`config.mk`:
```
export PLATFORM = sky130hd
export DESIGN_NAME = pwm_timer16
export DESIGN_NICKNAME = d
export VERILOG_FILES = /design/src/rtl/tmr_pkg.sv /design/src/rtl/tmr_edge_sync.sv /design/src/rtl/tmr_tick_gen.sv /design/src/rtl/tmr_cmp_buf.sv /design/src/rtl/pwm_timer16.sv
export SDC_FILE = /design/constraint.sdc
export NUM_CORES = 1
export LEC_CHECK = 0
export BUFFER_PORTS_ARGS = -buffer_cell sky130_fd_sc_hd__buf_2
export CORE_ASPECT_RATIO = 0.6
export CORE_MARGIN = 2
export CORE_UTILIZATION = 45
export CTS_BUF_LIST = sky130_fd_sc_hd__clkbuf_8
export DETAILED_ROUTE_END_ITERATION = 7
export PLACE_DENSITY = 0.66
export SLEW_MARGIN = 10
export SYNTH_ARGS = -nofsm -noshare
export SYNTH_HDL_FRONTEND = slang
export SYNTH_HIERARCHICAL = 1
export SYNTH_SLANG_ARGS = --single-unit
```
`constraint.sdc`:
```
create_clock -name clk -period 4.84 [get_ports clk]
set_clock_uncertainty 0.2 [all_clocks]
set_input_delay 0.484 -clock clk [delete_from_list [all_inputs] [get_ports clk]]
set_output_delay 0.484 -clock clk [all_outputs]
set_load 0.03 [all_outputs]
```
`src/rtl/tmr_pkg.sv`:
```
package tmr_pkg;
   typedef enum logic [1:0] {
      MODE_TIMER = 2'b00,
      MODE_CAPT  = 2'b01,
      MODE_PWM   = 2'b10,
      MODE_RSVD  = 2'b11
   } tmr_mode_e;

   localparam logic [3:0] ADR_A_LO  = 4'd0;
   localparam logic [3:0] ADR_A_HI  = 4'd1;
   localparam logic [3:0] ADR_B_LO  = 4'd2;
   localparam logic [3:0] ADR_B_HI  = 4'd3;
   localparam logic [3:0] ADR_CTL0  = 4'd4;
   localparam logic [3:0] ADR_CTL1  = 4'd5;
   localparam logic [3:0] ADR_CNT_L = 4'd6;
   localparam logic [3:0] ADR_CNT_H = 4'd7;
   localparam logic [3:0] ADR_CAP_L = 4'd8;
   localparam logic [3:0] ADR_CAP_H = 4'd9;

   // log2 of the division ratio for each clock-select code
   function automatic int unsigned tap_shift(input logic [2:0] sel);
      case (sel)
         3'd0: return 0;
         3'd1: return 1;
         3'd2: return 2;
         3'd3: return 3;
         3'd4: return 6;
         3'd5: return 9;
         default: return 11;
      endcase
   endfunction
endpackage

```
`src/rtl/tmr_edge_sync.sv`:
```
module tmr_edge_sync #(
   parameter int SYNC_N = 2
) (
   input  logic clk,
   input  logic rst_n,
   input  logic din,
   output logic rise,
   output logic fall
);
   generate
      if (SYNC_N < 2) begin : g_bad
         $error("tmr_edge_sync: SYNC_N must be at least 2");
      end
   endgenerate

   logic [SYNC_N:0] sh_q;

   always_ff @(posedge clk or negedge rst_n) begin
      if (!rst_n) sh_q <= '0;
      else        sh_q <= {sh_q[SYNC_N-1:0], din};
   end

   assign rise = sh_q[SYNC_N-1] & ~sh_q[SYNC_N];
   assign fall = ~sh_q[SYNC_N-1] & sh_q[SYNC_N];


   rise_gap_chk: assert property (@(posedge clk) disable iff (!rst_n) rise |=> !rise);

   fall_gap_chk: assert property (@(posedge clk) disable iff (!rst_n) fall |=> !fall);
endmodule

```
`src/rtl/tmr_tick_gen.sv`:
```
module tmr_tick_gen
   import tmr_pkg::*;
#(
   parameter int PRE_W  = 11,
   parameter int SYNC_N = 2
) (
   input  logic       clk,
   input  logic       rst_n,
   input  logic       en,
   input  logic [2:0] clk_sel,
   input  logic       ext_en,
   input  logic       ext_src,
   input  logic       ext_fall,
   input  logic       ext_pin,
   input  logic       nb_match,
   output logic       tick
);
   generate
      if (PRE_W < 11) begin : g_bad
         $error("tmr_tick_gen: PRE_W must cover the divide-by-2048 tap");
      end
   endgenerate

   logic [PRE_W-1:0] pre_q;
   logic [PRE_W-1:0] mask;
   logic             pre_tick;
   logic             pin_rise, pin_fall;
   logic             ext_tick;

   always_ff @(posedge clk or negedge rst_n) begin
      if (!rst_n)   pre_q <= '0;
      else if (!en) pre_q <= '0;
      else          pre_q <= pre_q + 1'b1;
   end

   assign mask     = PRE_W'((32'd1 << tap_shift(clk_sel)) - 32'd1);
   assign pre_tick = ((pre_q & mask) == mask);

   tmr_edge_sync #(.SYNC_N(SYNC_N)) i_pin_sync (
      .clk(clk), .rst_n(rst_n), .din(ext_pin), .rise(pin_rise), .fall(pin_fall)
   );

   assign ext_tick = ext_src ? nb_match : (ext_fall ? pin_fall : pin_rise);
   assign tick     = en & (ext_en ? ext_tick : pre_tick);


   pre_tap2048_chk: assert property (@(posedge clk) disable iff (!rst_n)
      (en && !ext_en && clk_sel == 3'd7 && pre_tick) |=> !tick);
endmodule

```
`src/rtl/tmr_cmp_buf.sv`:
```
module tmr_cmp_buf #(
   parameter int W    = 16,
   parameter bit LESS = 1'b0
) (
   input  logic         clk,
   input  logic         rst_n,
   input  logic         wr_lo,
   input  logic         wr_hi,
   input  logic [7:0]   wr_byte,
   input  logic         reload,
   input  logic [W-1:0] cnt,
   output logic [W-1:0] act,
   output logic         cmp
);
   logic [W-1:0] bfr_q, act_q;

   always_ff @(posedge clk or negedge rst_n) begin
      if (!rst_n) begin
         bfr_q <= '0;
      end else begin
         if (wr_lo) bfr_q[7:0]   <= wr_byte;
         if (wr_hi) bfr_q[W-1:8] <= wr_byte[W-9:0];
      end
   end

   always_ff @(posedge clk or negedge rst_n) begin
      if (!rst_n)      act_q <= '0;
      else if (reload) act_q <= bfr_q;
   end

   generate
      if (LESS) begin : g_lt
         assign cmp = (cnt < act_q);
      end else begin : g_eq
         assign cmp = (cnt == act_q);
      end
   endgenerate

   assign act = act_q;


   live_hold_chk: assert property (@(posedge clk) disable iff (!rst_n)
      !reload |=> act_q == $past(act_q));
endmodule

```
`src/rtl/pwm_timer16.sv`:
```
module pwm_timer16
   import tmr_pkg::*;
#(
   parameter int CNT_W  = 16,
   parameter int PRE_W  = 11,
   parameter int SYNC_N = 2
) (
   input  logic       clk,
   input  logic       rst_n,
   input  logic       wr_en,
   input  logic [3:0] wr_addr,
   input  logic [7:0] wr_data,
   input  logic       rd_en,
   input  logic [3:0] rd_addr,
   output logic [7:0] rd_data,
   input  logic       ext_pin,
   input  logic       nb_match,
   input  logic       cap_in,
   input  logic       int_ack,
   output logic       tmr_out,
   output logic       irq
);
   localparam int N_CMP = 2;

   generate
      if (CNT_W < 9 || CNT_W > 16) begin : g_bad
         $error("pwm_timer16: CNT_W must lie in 9..16");
      end
   endgenerate

   logic             en_q, pol_q, ext_en_q, ext_src_q, ext_fall_q;
   tmr_mode_e        mode_q;
   logic [2:0]       clk_sel_q;
   logic [1:0]       cap_pol_q;
   logic [CNT_W-1:0] cnt_q, cap_q;
   logic [7:0]       snap_hi_q;
   logic             flag_q, tgl_q;

   logic             tick, reload, match_a_evt;
   logic             wr_ctl0, wr_ctl1, cnt_clr, sw_clr;
   logic             cap_rise, cap_fall, cap_evt, set_evt, clr_evt;
   logic [CNT_W-1:0] act [N_CMP];
   logic [N_CMP-1:0] cmp;
   logic [15:0]      cnt16, cap16, a16, b16;

   assign wr_ctl0 = wr_en && (wr_addr == ADR_CTL0);
   assign wr_ctl1 = wr_en && (wr_addr == ADR_CTL1);
   assign cnt_clr = wr_ctl0 && wr_data[1];
   assign sw_clr  = wr_ctl0 && wr_data[7];

   always_ff @(posedge clk or negedge rst_n) begin
      if (!rst_n) begin
         en_q <= 1'b0; pol_q <= 1'b0; mode_q <= MODE_TIMER;
         clk_sel_q <= '0; ext_en_q <= 1'b0; ext_src_q <= 1'b0;
         ext_fall_q <= 1'b0; cap_pol_q <= '0;
      end else begin
         if (wr_ctl0) begin
            en_q   <= wr_data[0];
            mode_q <= tmr_mode_e'(wr_data[3:2]);
            pol_q  <= wr_data[4];
         end
         if (wr_ctl1) begin
            clk_sel_q  <= wr_data[2:0];
            ext_en_q   <= wr_data[3];
            ext_src_q  <= wr_data[4];
            ext_fall_q <= wr_data[5];
            cap_pol_q  <= wr_data[7:6];
         end
      end
   end

   tmr_tick_gen #(.PRE_W(PRE_W), .SYNC_N(SYNC_N)) i_tick (
      .clk(clk), .rst_n(rst_n), .en(en_q), .clk_sel(clk_sel_q),
      .ext_en(ext_en_q), .ext_src(ext_src_q), .ext_fall(ext_fall_q),
      .ext_pin(ext_pin), .nb_match(nb_match), .tick(tick)
   );

   assign match_a_evt = tick & cmp[0];
   assign reload      = match_a_evt | ~en_q;

   // index 0: period value A (equality), index 1: duty value B (less-than)
   for (genvar g = 0; g < N_CMP; g++) begin : g_cmp
      tmr_cmp_buf #(.W(CNT_W), .LESS(g == 1)) i_cmp (
         .clk(clk), .rst_n(rst_n),
         .wr_lo(wr_en && wr_addr == 4'(2*g)),
         .wr_hi(wr_en && wr_addr == 4'(2*g+1)),
         .wr_byte(wr_data), .reload(reload), .cnt(cnt_q),
         .act(act[g]), .cmp(cmp[g])
      );
   end

   always_ff @(posedge clk or negedge rst_n) begin
      if (!rst_n)                cnt_q <= '0;
      else if (!en_q || cnt_clr) cnt_q <= '0;
      else if (tick)             cnt_q <= cmp[0] ? '0 : cnt_q + 1'b1;
   end

   tmr_edge_sync #(.SYNC_N(SYNC_N)) i_cap_sync (
      .clk(clk), .rst_n(rst_n), .din(cap_in), .rise(cap_rise), .fall(cap_fall)
   );

   assign cap_evt = en_q && (mode_q == MODE_CAPT) &&
                    ((cap_pol_q[0] && cap_rise) || (cap_pol_q[1] && cap_fall));
   assign set_evt = (mode_q == MODE_CAPT) ? cap_evt : match_a_evt;
   assign clr_evt = int_ack | sw_clr;

   always_ff @(posedge clk or negedge rst_n) begin
      if (!rst_n) begin
         cap_q <= '0; flag_q <= 1'b0; tgl_q <= 1'b0;
      end else begin
         if (cap_evt) cap_q <= cnt_q;
         flag_q <= set_evt | (flag_q & ~clr_evt);
         if (!en_q || mode_q == MODE_CAPT || mode_q == MODE_PWM) tgl_q <= 1'b0;
         else if (match_a_evt)                                   tgl_q <= ~tgl_q;
      end
   end

   always_comb begin
      case (mode_q)
         MODE_PWM:  tmr_out = pol_q ^ (en_q & cmp[1]);
         MODE_CAPT: tmr_out = pol_q;
         default:   tmr_out = pol_q ^ tgl_q;
      endcase
   end
   assign irq = flag_q;

   assign cnt16 = 16'(cnt_q);
   assign cap16 = 16'(cap_q);
   assign a16   = 16'(act[0]);
   assign b16   = 16'(act[1]);

   always_ff @(posedge clk or negedge rst_n) begin
      if (!rst_n)                              snap_hi_q <= '0;
      else if (rd_en && rd_addr == ADR_CNT_L)  snap_hi_q <= cnt16[15:8];
   end

   always_comb begin
      case (rd_addr)
         ADR_A_LO:  rd_data = a16[7:0];
         ADR_A_HI:  rd_data = a16[15:8];
         ADR_B_LO:  rd_data = b16[7:0];
         ADR_B_HI:  rd_data = b16[15:8];
         ADR_CTL0:  rd_data = {flag_q, 2'b00, pol_q, mode_q, 1'b0, en_q};
         ADR_CTL1:  rd_data = {cap_pol_q, ext_fall_q, ext_src_q, ext_en_q, clk_sel_q};
         ADR_CNT_L: rd_data = cnt16[7:0];
         ADR_CNT_H: rd_data = snap_hi_q;
         ADR_CAP_L: rd_data = cap16[7:0];
         ADR_CAP_H: rd_data = cap16[15:8];
         default:   rd_data = 8'h00;
      endcase
   end


   dis_zero_chk: assert property (@(posedge clk) disable iff (!rst_n)
      !en_q |=> cnt_q == '0);

   set_wins_chk: assert property (@(posedge clk) disable iff (!rst_n)
      set_evt |=> flag_q);

   flag_clr_chk: assert property (@(posedge clk) disable iff (!rst_n)
      (clr_evt && !set_evt) |=> !flag_q);

   pwm_b_zero_chk: assert property (@(posedge clk) disable iff (!rst_n)
      (mode_q == MODE_PWM && act[1] == '0) |-> tmr_out == pol_q);

   snap_hold_chk: assert property (@(posedge clk) disable iff (!rst_n)
      (rd_en && rd_addr == ADR_CNT_L) |=> snap_hi_q == $past(cnt16[15:8]));
endmodule

```
== Yosys cells after proc, flatten, opt, wreduce, memory -nomap -nowiden ==
Index checks and enable logic that the tools add are counted.
Operators by class
  $lt $le $gt $ge: 1
  multiply operators: 0
  add/subtract/negate cells: 3
  reductions and logical operators: 23
  shift-type cells: 1
  eq/ne operators: 23
  muxes and demuxes: 13
  div/mod/pow operators: 0
  bitwise gates (word level): 21
Operators with widths (count)
  $pmux 8 s10: 1
  $mux 16: 3
  $eq 4x3->1 const B: 6
  $pmux 4 s6: 1
  $add 16x1->16 const B: 1
  $eq 16x16->1: 1
  $eq 4x2->1 const B: 4
  $lt 16x16->1: 1
  $logic_and 1x1->1: 13
  $add 11x1->11 const B: 1
  $and 11x11->11: 1
  $eq 11x11->1: 1
  $mux 11: 1
  $shl 1x4->11 const A: 1
  $sub 11x1->11 const B: 1
  $and 1x1->1: 8
  $eq 4x1->1 const B: 2
  $eq 4x4->1 const B: 2
  $logic_not 4->1: 2
  $not 1->1: 7
  $eq 3x2->1 const B: 2
  $eq 3x3->1 const B: 2
  $mux 1: 6
  $logic_or 1x1->1: 4
  9 further kinds: 13
Storage, ports and cells
  bits in writable memories: 0
  flip-flop bits (word level): 135
  logic and storage cells: 107
  latch bits: 0
  bits in read-only memories: 0
  memories kept: 0

== Depth between registers and ports, before layout ==
Gate-level depths: netlist of the first run.
  word-level depth: 11
  gate-level depth with buffers: 13
  depth with buffers taken out: 11

== Hierarchy ==
The synthesis of the first run kept the hierarchy.
Modules (own cells, without submodules)
  pwm_timer16: sequential area each 1351.3 um2, area each 3206.8 um2, cells an instance 306, times used 1
  tmr_cmp_buf at g_cmp[1].i_cmp: sequential area each 800.8 um2, area each 1517.7 um2, cells an instance 136, times used 1
  tmr_cmp_buf at g_cmp[0].i_cmp: sequential area each 800.8 um2, area each 1408.9 um2, cells an instance 89, times used 1
  tmr_tick_gen: sequential area each 275.3 um2, area each 700.7 um2, cells an instance 79, times used 1
  tmr_edge_sync: sequential area each 75.1 um2, area each 90.1 um2, cells an instance 5, times used 2

== Least setup slack after synthesis of the first run ==
No wires, ideal clock.
  path kind: reg-to-output
  start point: register cnt_q[13] (netlist: cnt16[13])
  end point: output port tmr_out
  arrival: 2.369 ns
  buffers on the path: 0
  path slack: 1.787 ns
  stages on the path, launching flop included: 10
  cell sequence: dfrtp_1 ha_1 a21o_1 a21o_1 a221o_1 a21oi_1 and3_1 a21oi_1 o21ai_0 xor2_1
Between the ends
  cells in the longest elaborated chain, start to end: 4
Ends and longest elaborated chain
  start: declaration: line pwm_timer16.sv:35  | logic [CNT_W-1:0] cnt_q, cap_q;
  start signal: assignment: line pwm_timer16.sv:95  | else if (tick) cnt_q <= cmp[0] ? '0 : cnt_q + 1'b1;
  $lt 16x16->1: line tmr_cmp_buf.sv:33  | assign cmp = (cnt < act_q);
  named net cmp[1]: line pwm_timer16.sv:43  | logic [N_CMP-1:0] cmp;
  $and 1x1->1: line pwm_timer16.sv:120  | MODE_PWM: tmr_out = pol_q ^ (en_q & cmp[1]);
  $xor 1x1->1: line pwm_timer16.sv:120
  $pmux 1 s2: line pwm_timer16.sv:119  | case (mode_q)
  end: declaration: line pwm_timer16.sv:20  | output logic tmr_out,
The timed path passes the listed nets, and every way through them passes these cells.

== Worst setup path in the final report of the first run ==
Ends and elaborated chain as after synthesis.

==> results of run 1 <==
## state kept, by name, indices dropped and copies added (netlist names)
signal,cells
g_cmp.i_cmp/act,32
g_cmp.i_cmp/bfr_q,32
cap16,16
cnt16,16
i_tick/pre_q,11
snap_hi_q,8
clk_sel_q,3
i_cap_sync/sh_q,3
i_tick/i_pin_sync/sh_q,3
cap_pol_q,2
mode_q,2
en_q,1
ext_en_q,1
ext_fall_q,1
ext_src_q,1
irq,1
pol_q,1
tgl_q,1
## metrics by stage
step	cells	setup WS, ns	cell area (um^2)
floorplan	620	1.787	7014
global placement	829	1.323	7297
detailed placement	829	1.227	7297
CTS	864	0.9379	7757
global route	864	0.8048	7757
finish	864	0.9352	7757
## metal layers
| metal | share of wire | routed length, um | GRT usage |
|---|---|---|---|
| met2 | 0.42 | 7906 | 0.3462 |
| met4 | 0.012 | 231 | 0.05284 |
| met5 | 0 | 0 | 0 |
| met1 | 0.47 | 8717 | 0.3601 |
| met3 | 0.095 | 1765 | 0.06417 |
## synthesized netlist by cell type, types with 3 or more instances
cell / instances
mux2_4: 10
a31oi_1: 17
nand3b_1: 3
o21ai_0: 33
buf_2: 15
a22oi_1: 6
or3_1: 4
a32oi_1: 3
dfrtp_1: 135
a21oi_1: 21
nor2b_1: 7
and4_1: 3
and3_1: 8
a21o_1: 5
nor3b_1: 3
ha_1: 18
nor2_1: 21
mux2i_1: 17
clkbuf_1: 11
a22o_1: 3
nand2_1: 49
o221ai_1: 3
nand4_1: 10
inv_1: 28
a41oi_1: 4
nand3_1: 14
mux2_2: 80
nand2b_1: 6
xnor2_1: 22
o22ai_1: 4
nor3_1: 5
xor2_1: 3
o211ai_1: 3
buf_6: 4
## cell type report
cell class                      instances  area (um^2)  share of cell area
Sequential cell                       135         3378              0.4355
Timing Repair Buffer                   41        239.0             0.03081
Tap cell                              203        254.0             0.03274
Multi-Input combinational cell        425         3351              0.4319
Clock inverter                         14        182.7             0.02355
Inverter                               28        105.1             0.01355
Clock buffer                           18        247.7             0.03194
## report_power, final
part           switching, uW  internal [uW]
Sequential               198           1330
Combinational            414            352
Clock                    449            571
Total                   1060           2250
## worst register-to-register path, stage by stage, from the launching register on
cell	delay [ns]
dfrtp_1	0.47
or3_4	0.44
ha_1	0.31
nor2_1	0.07
a2111oi_4	0.30
a31oi_1	0.11
a211oi_1	0.47
nand2_1	0.21
nand2_1	0.11
buf_4	0.46
mux2_2	0.42
## logic make-up (layout without fill, tap and decap cells)
kind of cell,after synthesis,after routing
flops,135,135
mux,109,109
simple gates,148,148
xor+xnor,25,25
fa+ha+maj,18,18
compound gates,125,125
buf+inv,60,101
## how the worst min path moves through the flow
stage          slack (ns)                 end                from
2_1_floorplan       -0.01            cap16[0]               rst_n
3_3_place_gp         0.14  i_cap_sync/sh_q[1]  i_cap_sync/sh_q[0]
3_5_place_dp         0.14  i_cap_sync/sh_q[1]  i_cap_sync/sh_q[0]
4_1_cts              0.17  i_cap_sync/sh_q[1]  i_cap_sync/sh_q[0]
5_1_grt              0.17  i_cap_sync/sh_q[1]  i_cap_sync/sh_q[0]
6_report             0.16  i_cap_sync/sh_q[1]  i_cap_sync/sh_q[0]
==> flow_summary.json, run 1 <==
{
  "nFillCells": 1379,
  "path_max_fanout": 9,
  "core_um2": 15280,
  "synth-xor-area-share": 0.03122,
  "fmax_mhz": 256.1,
  "synth-simple-area-share": 0.1111,
  "max-cap-violations": 0,
  "muxShareOfSynthArea": 0.1805,
  "start_util": 0.4589,
  "final_antenna_net_count": 0,
  "maxSlewViolCount": 0,
  "vdd_ir_drop_max_mv": 0.2111,
  "dieArea_um2": 16630,
  "first_global_vias": 5191,
  "grt_max_degree": 98,
  "worst-path-stages": 10,
  "hold_path_class": "reg2reg",
  "gr-total-overflow": 0,
  "async_reset_ff_frac": 1.000,
  "antenna_found_initial": 1,
  "worstReg2RegStart": "clk_sel_q[2]",
  "cts_buffer_depth": 2,
  "wirelength_um": 18620,
  "die_height_um": 100.7,
  "finalHoldViolCount": 0,
  "fin_nets": 690,
  "hpwlAfterDp_um": 13200,
  "worstPathCellList": "ha_1, a21o_1, a21o_1, a221o_1, a21oi_1, and3_1, a21oi_1, o21ai_0, xor2_1, buf_2",
  "clkTransAtPathRegs_ns": 0.08,
  "gp_congestion": 0.9114,
  "synth-edff-count": 0,
  "cts_resized": 0,
  "synth_compound_area_frac": 0.1227,
  "mostFrequentLayoutCells": "135 x dfrtp_1, 80 x mux2_2, 49 x nand2_1, 33 x o21ai_0, 32 x buf_2",
  "rows": 35,
  "clock_latency_ns": 0.44,
  "synth_top_family_by_area": "multiplexers",
  "cp_slowest_stage_delay_ns": 0.54,
  "reg2reg_to": "g_cmp[0].i_cmp/act[4]",
  "drc": 0,
  "seq_area_frac_synth": 0.4816,
  "synth_ff_type": "dfrtp_1",
  "finalSetupTns_ns": 0,
  "worstMarginPinSlew_ns": 0.9431,
  "critPathCaptureType": "output port",
  "path_buf_inv": 1,
  "firstDrtPassIters": 6,
  "io_pins": 34,
  "cts_buffers": 17,
  "critPathLaunchType": "flop",
  "numClockSinks": 135,
  "yosys.area.top_type_share": 0.4816,
  "critPathSlowestCell": "dfrtp_1",
  "min_path_cells": 0,
  "die_x_um": 165.2,
  "endpoint": "tmr_out",
  "yosys_warnings": 6,
  "area_growth_syn_to_layout_pct": 10.60,
  "post-route-min-period_ns": 3.905,
  "fin_crit_sh": 0.8068,
  "required_ns": 4.16,
  "tritoncts": "yes",
  "cts_hold_buf": 3,
  "cp.arrival_ns": 3.22,
  "yosys-top-cells-area": "dfrtp_1 48%, mux2_2 13%, ha_1 3.2%",
  "drt_iter0_drc": 582,
  "grt_pass1_wl_um": 29670,
  "final_common_cell": "dfrtp_1",
  "power_uw": 3310,
  "syn_area_um2": 7014,
  "rsz0062_at_grt": "no",
  "yosys.area.top_type": "dfrtp_1",
  "reg2reg_slack_ns": 1.16,
  "p_per_area_nw_per_um2": 426.7,
  "final_util": 0.5076,
  "max-slew-margin-rel": 0.3713,
  "r2r_cells": 10,
  "cts_max_level": 4,
  "synth_adder_area_share": 0.03211,
  "grt_use_total": 0.2398,
  "via_per_inst": 5.991,
  "syn-num-nets": 662,
  "p_leak_uw": 0.003474,
  "path_delay_family": "compound AO/OA/AOI/OAI gates",
  "postCtsSetupBuffers": 0,
  "drive_gt1_frac": 0.2602,
  "n_antenna_cell": 0,
  "num_vias": 5176,
  "synth_seq_cells": 135,
  "syn_avg_cell_area_um2": 11.31,
  "ctsRootBufferMaster": "clkbuf_8",
  "worst_hold_slack_ns": 0.1623,
  "crit_type": "reg2out",
  "routedWlPerCell_um": 21.55,
  "outcome": "finished, final reports clean",
  "portBuffers": 33,
  "synth.distinct_cells": 67,
  "syn_inst": 620,
  "report.final.setup_viol": 0,
  "startpoint": "cnt16[13]"
}
(Power assumes the default switching activity.)
==> run 2: changes to the inputs <==
Settings changed: PLACE_DENSITY 0.66 to 0.68.
Clock period 4.84 ns to 3.4 ns, I/O delays scaled along.
==> run 2 against run 1 <==
  * The run now ends with negative setup slack left
  * Flip-flop and latch count unchanged
  * Register-to-register slack worse by 1.0 ns
  * Sequential share of layout area down 1.1 points
  * Sequential power up 41%
  * Core utilization up 1.3 points
  * Cell area up 2.6%
  * Combinational power up 54%
==> flow_summary.json, run 2 (synthesized netlist as in run 1, its figures left out) <==
{
  "drc": 0,
  "final_util": 0.5209,
  "fmax_mhz": 293.2,
  "dieArea_um2": 16630,
  "fin_nets": 714,
  "tritoncts": "yes",
  "rsz0062_at_grt": "yes",
  "num_vias": 5307,
  "rows": 35,
  "worstMarginPinSlew_ns": 0.8483,
  "path_max_fanout": 2,
  "post-route-min-period_ns": 3.410,
  "p_per_area_nw_per_um2": 587.0,
  "power.share.sequential": 0.459,
  "critPathLaunchType": "flop",
  "start_util": 0.4589,
  "p_leak_uw": 0.003605,
  "drt_iter0_drc": 544,
  "reg2reg_slack_ns": 0.12,
  "routedWlPerCell_um": 21.80,
  "via_per_inst": 5.963,
  "path_delay_family": "compound AO/OA/AOI/OAI gates",
  "area_growth_syn_to_layout_pct": 13.50,
  "mostFrequentLayoutCells": "135 x dfrtp_1, 80 x mux2_2, 49 x nand2_1, 33 x inv_1, 31 x buf_2",
  "ctsRootBufferMaster": "clkbuf_8",
  "die_x_um": 165.2,
  "post-place-ws_ns": 0.1364,
  "critPathSlowestCell": "a2111oi_1",
  "finalHoldViolCount": 0,
  "hpwlAfterDp_um": 13990,
  "critPathCaptureType": "output port",
  "max-cap-violations": 0,
  "worstPathCellList": "inv_1, ha_1, a2111oi_1, o311ai_2, a21oi_4, and3_1, a21oi_1, o21ai_1, xor2_1, buf_4",
  "fin_crit_sh": 1.003,
  "clkTransAtPathRegs_ns": 0.07,
  "hp-start": "int_ack",
  "final_cell_area_um2": 7961,
  "setup_ws_ns": -0.01018,
  "cts_max_level": 4,
  "core_um2": 15280,
  "die_height_um": 100.7,
  "cts_buffers": 17,
  "drive_gt1_frac": 0.2851,
  "required_ns": 2.86,
  "crit_type": "reg2out",
  "finalNonFillerCells": 890,
  "reg2reg_to": "cnt16[5]",
  "firstDrtPassIters": 5,
  "min_path_cells": 3,
  "hold_path_class": "in2reg",
  "max-slew-margin-rel": 0.4324,
  "grt_max_degree": 87,
  "cts_buffer_depth": 2,
  "gr-total-overflow": 0,
  "placed_cells": 851,
  "report.final.setup_viol": 1,
  "grt_use_total": 0.2498,
  "grt_pass1_wl_um": 30790,
  "gp_congestion": 0.9338,
  "clock_latency_ns": 0.45,
  "power_frac_comb": 0.252,
  "outcome": "complete, but fails checks",
  "antenna_found_initial": 2,
  "final_common_cell": "dfrtp_1",
  "worstHoldEndpoint": "irq",
  "p_int_uw": 3153,
  "final_antenna_net_count": 0,
  "cp_slowest_stage_delay_ns": 0.57,
  "io_pins": 34,
  "portBuffers": 33,
  "maxSlewViolCount": 0,
  "p_sw_frac": 0.3253,
  "first_global_vias": 5435,
  "pwr-share-clk": 0.289,
  "r2r_cells": 10,
  "power_switching_uw": 1520,
  "path_buf_inv": 2,
  "worst_hold_slack_ns": 0.02907,
  "wirelength_um": 19400,
  "nFillCells": 1335,
  "cp.arrival_ns": 2.87,
  "worstReg2RegStart": "clk_sel_q[2]",
  "vdd_ir_drop_max_mv": 0.3145,
  "numClockSinks": 135,
  "violations": "negative setup slack",
  "place_area_um2": 7487
}
-- run 2: cell count changes in the layout (fill, tap and decap cells not counted), moves of 2 or more --
cell | previous run | this run
clkinv_2 | 5 | 2
buf_12 | 0 | 2
o21ai_1 | 1 | 3
o21ai_0 | 33 | 30
buf_4 | 5 | 28
inv_1 | 29 | 33
clkinv_4 | 3 | 1
diode_2 | 0 | 3
-- run 2: worst max path at each step --
stage,slack (ns),from,endpoint,cells past startpoint
after global routing,-0.16,g_cmp[1].i_cmp/act[1],tmr_out,10
after global placement,0.23,clk_sel_q[2],cnt16[14],11
after CTS,0.01,cnt16[13],tmr_out,10
after detailed placement,0.14,clk_sel_q[2],cnt16[14],11
final,-0.01,g_cmp[1].i_cmp/act[1],tmr_out,10
after floorplan,0.36,clk_sel_q[2],g_cmp[0].i_cmp/act[10],11
-- run 2: through the flow --
step / power, uW / setup TNS [ns]
6_report: 4673 / -0.01018
5_1_grt: 4912 / -0.1617
4_1_cts: 4634 / 0
3_5_place_dp: 3288 / 0
3_3_place_gp: 3230 / 0
2_1_floorplan: 2891 / 0
-- run 2: area by class of cell --
type | count | area (um^2) | area share
clock inverter | 13 | 142.6 | 0.01792
clock buffer | 18 | 247.7 | 0.03112
multi-input combinational | 425 | 3379 | 0.4245
sequential | 135 | 3378 | 0.4243
antenna | 3 | 7.507 | 0.0009430
tap | 203 | 254.0 | 0.03190
timing repair buffer | 65 | 446.7 | 0.05611
inverter | 28 | 105.1 | 0.01320
-- run 2: worst register-to-register path, stage by stage (launching register included) --
cell and delay, ns:
dfrtp_1 0.38, or3_4 0.41, ha_1 0.26, o41ai_1 0.47, a2111oi_4 0.15, a31oi_1 0.22
a211oi_2 0.09, nand2b_1 0.21, a21oi_1 0.55, a21oi_1 0.09, mux2i_1 0.18
-- run 2: repair_timing --
| action | 4_1_cts | 5_1_grt |
|---|---|---|
| hold buffers | 3 | 0 |
| endpoints found under the setup margin | 1 | 15 |
| setup buffers | 0 | 2 |
| pin swaps | 1 | 3 |
| resized for setup | 4 | 7 |
| endpoints found under the hold margin | 86 | 0 |
-- run 2: power by group through the flow --
stage,Clock [uW],Sequential (uW),Combinational (uW)
CTS,1360,2140,1130
global placement,0,2150,1080
global route,1450,2180,1290
finish,1350,2140,1180
floorplan,0,2080,811
detailed placement,0,2170,1120
-- run 2: routing by layer --
metal,share of wire,vias to the layer above,global-route usage
met4,0.016,0,0.07157
met2,0.41,264,0.3497
met5,0,-,0
li1,-,2366,-
met3,0.11,35,0.07610
met1,0.46,2642,0.3716
==> run 3: changes to the inputs <==
Settings changed: BUFFER_PORTS_ARGS -buffer_cell sky130_fd_sc_hd__buf_2 to unset, DONT_BUFFER_PORTS set to 1, PLACE_DENSITY 0.68 to 0.64.
Clock period 3.4 ns to 3.55 ns, I/O delays scaled along.
==> run 3 against run 2 <==
  * Setup slack improved by 0.15 ns
  * Global-route usage fell by 0.51 points
  * Worst hold slack got worse by 0.62 ns
  * Via count shrank 3.3%
  * Routed wire length is 2.5% lower
  * Combinational power decreased by 13%
  * Register-to-register slack better by 0.13 ns
  * The run ends with negative hold slack left
  * Non-clock buffer count fell by 30
==> flow_summary.json, run 3 (synthesized netlist as in run 1, its figures left out) <==
{
  "outcome": "complete, but fails checks",
  "violations": "negative hold slack",
  "firstDrtPassIters": 7,
  "ctsRootBufferMaster": "clkbuf_8",
  "cts_buffer_depth": 2,
  "tritoncts": "yes",
  "start_util": 0.4589,
  "grt_pass1_wl_um": 29820,
  "cts_max_level": 4,
  "io_pins": 34,
  "max-slew-margin-rel": 0.4640,
  "clock_latency_ns": 0.44,
  "path_max_fanout": 2,
  "first_global_vias": 5089,
  "finalSetupTns_ns": 0,
  "wirelength_um": 18920,
  "multiInputGateArea_um2": 3363,
  "worstMarginPinSlew_ns": 0.8040,
  "worst_hold_slack_ns": -0.5915,
  "worstReg2RegStart": "clk_sel_q[2]",
  "fin_crit_sh": 0.9602,
  "portBuffers": 0,
  "reg2reg_slack_ns": 0.25,
  "seq_area_um2": 3378,
  "maxSlewViolCount": 0,
  "cp.arrival_ns": 2.85,
  "rows": 35,
  "reg2reg_to": "g_cmp[0].i_cmp/act[4]",
  "cts_buffers": 17,
  "grt_max_degree": 136,
  "hpwlAfterDp_um": 13670,
  "critPathLaunchType": "flop",
  "core_um2": 15280,
  "cts_hold_buf": 11,
  "gr-total-overflow": 0,
  "drc": 0,
  "mostFrequentLayoutCells": "135 x dfrtp_1, 80 x mux2_2, 49 x nand2_1, 32 x o21ai_0, 29 x inv_1",
  "die_height_um": 100.7,
  "fmax_mhz": 293.4,
  "postCtsSetupBuffers": 0,
  "crit_type": "reg2out",
  "critPathCaptureType": "output port",
  "gp_congestion": 0.9129,
  "routedWlPerCell_um": 22.08,
  "dieArea_um2": 16630,
  "grt_use_total": 0.2448,
  "r2r_cells": 10,
  "numClockSinks": 135,
  "via_per_inst": 5.991,
  "required_ns": 2.99,
  "die_x_um": 165.2,
  "final_common_cell": "dfrtp_1",
  "finalNonFillerCells": 857,
  "max-cap-violations": 0,
  "final_antenna_net_count": 0,
  "report.final.setup_viol": 0,
  "fin_nets": 684,
  "clkTransAtPathRegs_ns": 0.08,
  "antenna_found_initial": 0,
  "p_per_area_nw_per_um2": 566.7,
  "vdd_ir_drop_max_mv": 0.2895,
  "hold_path_class": "in2async",
  "drive_gt1_frac": 0.2420,
  "p_leak_uw": 0.003447,
  "placed_cells": 815,
  "nFillCells": 1388,
  "finalHoldViolCount": 135,
  "num_vias": 5134,
  "area_growth_syn_to_layout_pct": 11.33,
  "post-route-min-period_ns": 3.409,
  "rsz0062_at_grt": "no",
  "drt_iter0_drc": 529
}
[run 3: worst max-delay path by stage]
stage,startpoint,to,slack (ns),depth (start not counted)
detailed placement,clk_sel_q[2],g_cmp[0].i_cmp/act[4],0.27,10
global placement,g_cmp[1].i_cmp/act[3],tmr_out,0.32,11
finish,g_cmp[1].i_cmp/act[1],tmr_out,0.14,10
CTS,g_cmp[1].i_cmp/act[1],tmr_out,0.02,10
floorplan,clk_sel_q[2],g_cmp[0].i_cmp/act[10],0.51,11
global route,g_cmp[1].i_cmp/act[1],tmr_out,0.01,10
[run 3: metrics by stage]
step	power (uW)	cell area (um^2)	utilization	worst slack [ns]
floorplan	2769	7014	-	0.5141
global placement	3035	7281	0.4764	0.3244
detailed placement	3086	7281	0.4764	0.2720
CTS	4428	7794	0.5099	0.02362
global route	4650	7806	0.5108	0.01169
finish	4426	7809	0.5109	0.1413
[run 3: area by class of cell]
type,count,share of cell area
inverters,28,0.01346
clock buffers,18,0.03173
repair buffers,35,0.03878
diodes,1,0.0003205
clock inverters,12,0.01987
flip-flops and latches,135,0.4326
well taps,203,0.03253
multi-input cells,425,0.4307
[run 3: routing by layer]
layer | vias to the layer above | routed length, um | global-route usage
met5 | - | 0 | 0
met4 | 0 | 266 | 0.05619
met3 | 27 | 1610 | 0.06787
met2 | 199 | 7718 | 0.3381
met1 | 2605 | 9323 | 0.3777
li1 | 2303 | - | -
[run 3: report_power, final]
part | switching, uW | internal, uW | leakage [uW] | total, uW
clock | 616 | 705 | 0.000194 | 1320
sequential | 263 | 1810 | 0.00174 | 2070
combinational | 537 | 497 | 0.00151 | 1030
[run 3: worst max-delay path: stages, from the launching register on]
cell	delay, ns
dfrtp_1	0.42
inv_1	0.09
ha_1	0.28
a2111oi_1	0.46
o311ai_2	0.18
a21oi_2	0.23
and3_1	0.18
a21oi_1	0.04
o21ai_1	0.19
xor2_1	0.17
buf_4	0.18
[run 3: what timing repair did]
action                                 CTS  global route
cloned                                   0             0
resized for setup                        1             4
setup endpoints to repair                1             1
endpoints found under the hold margin  182           135
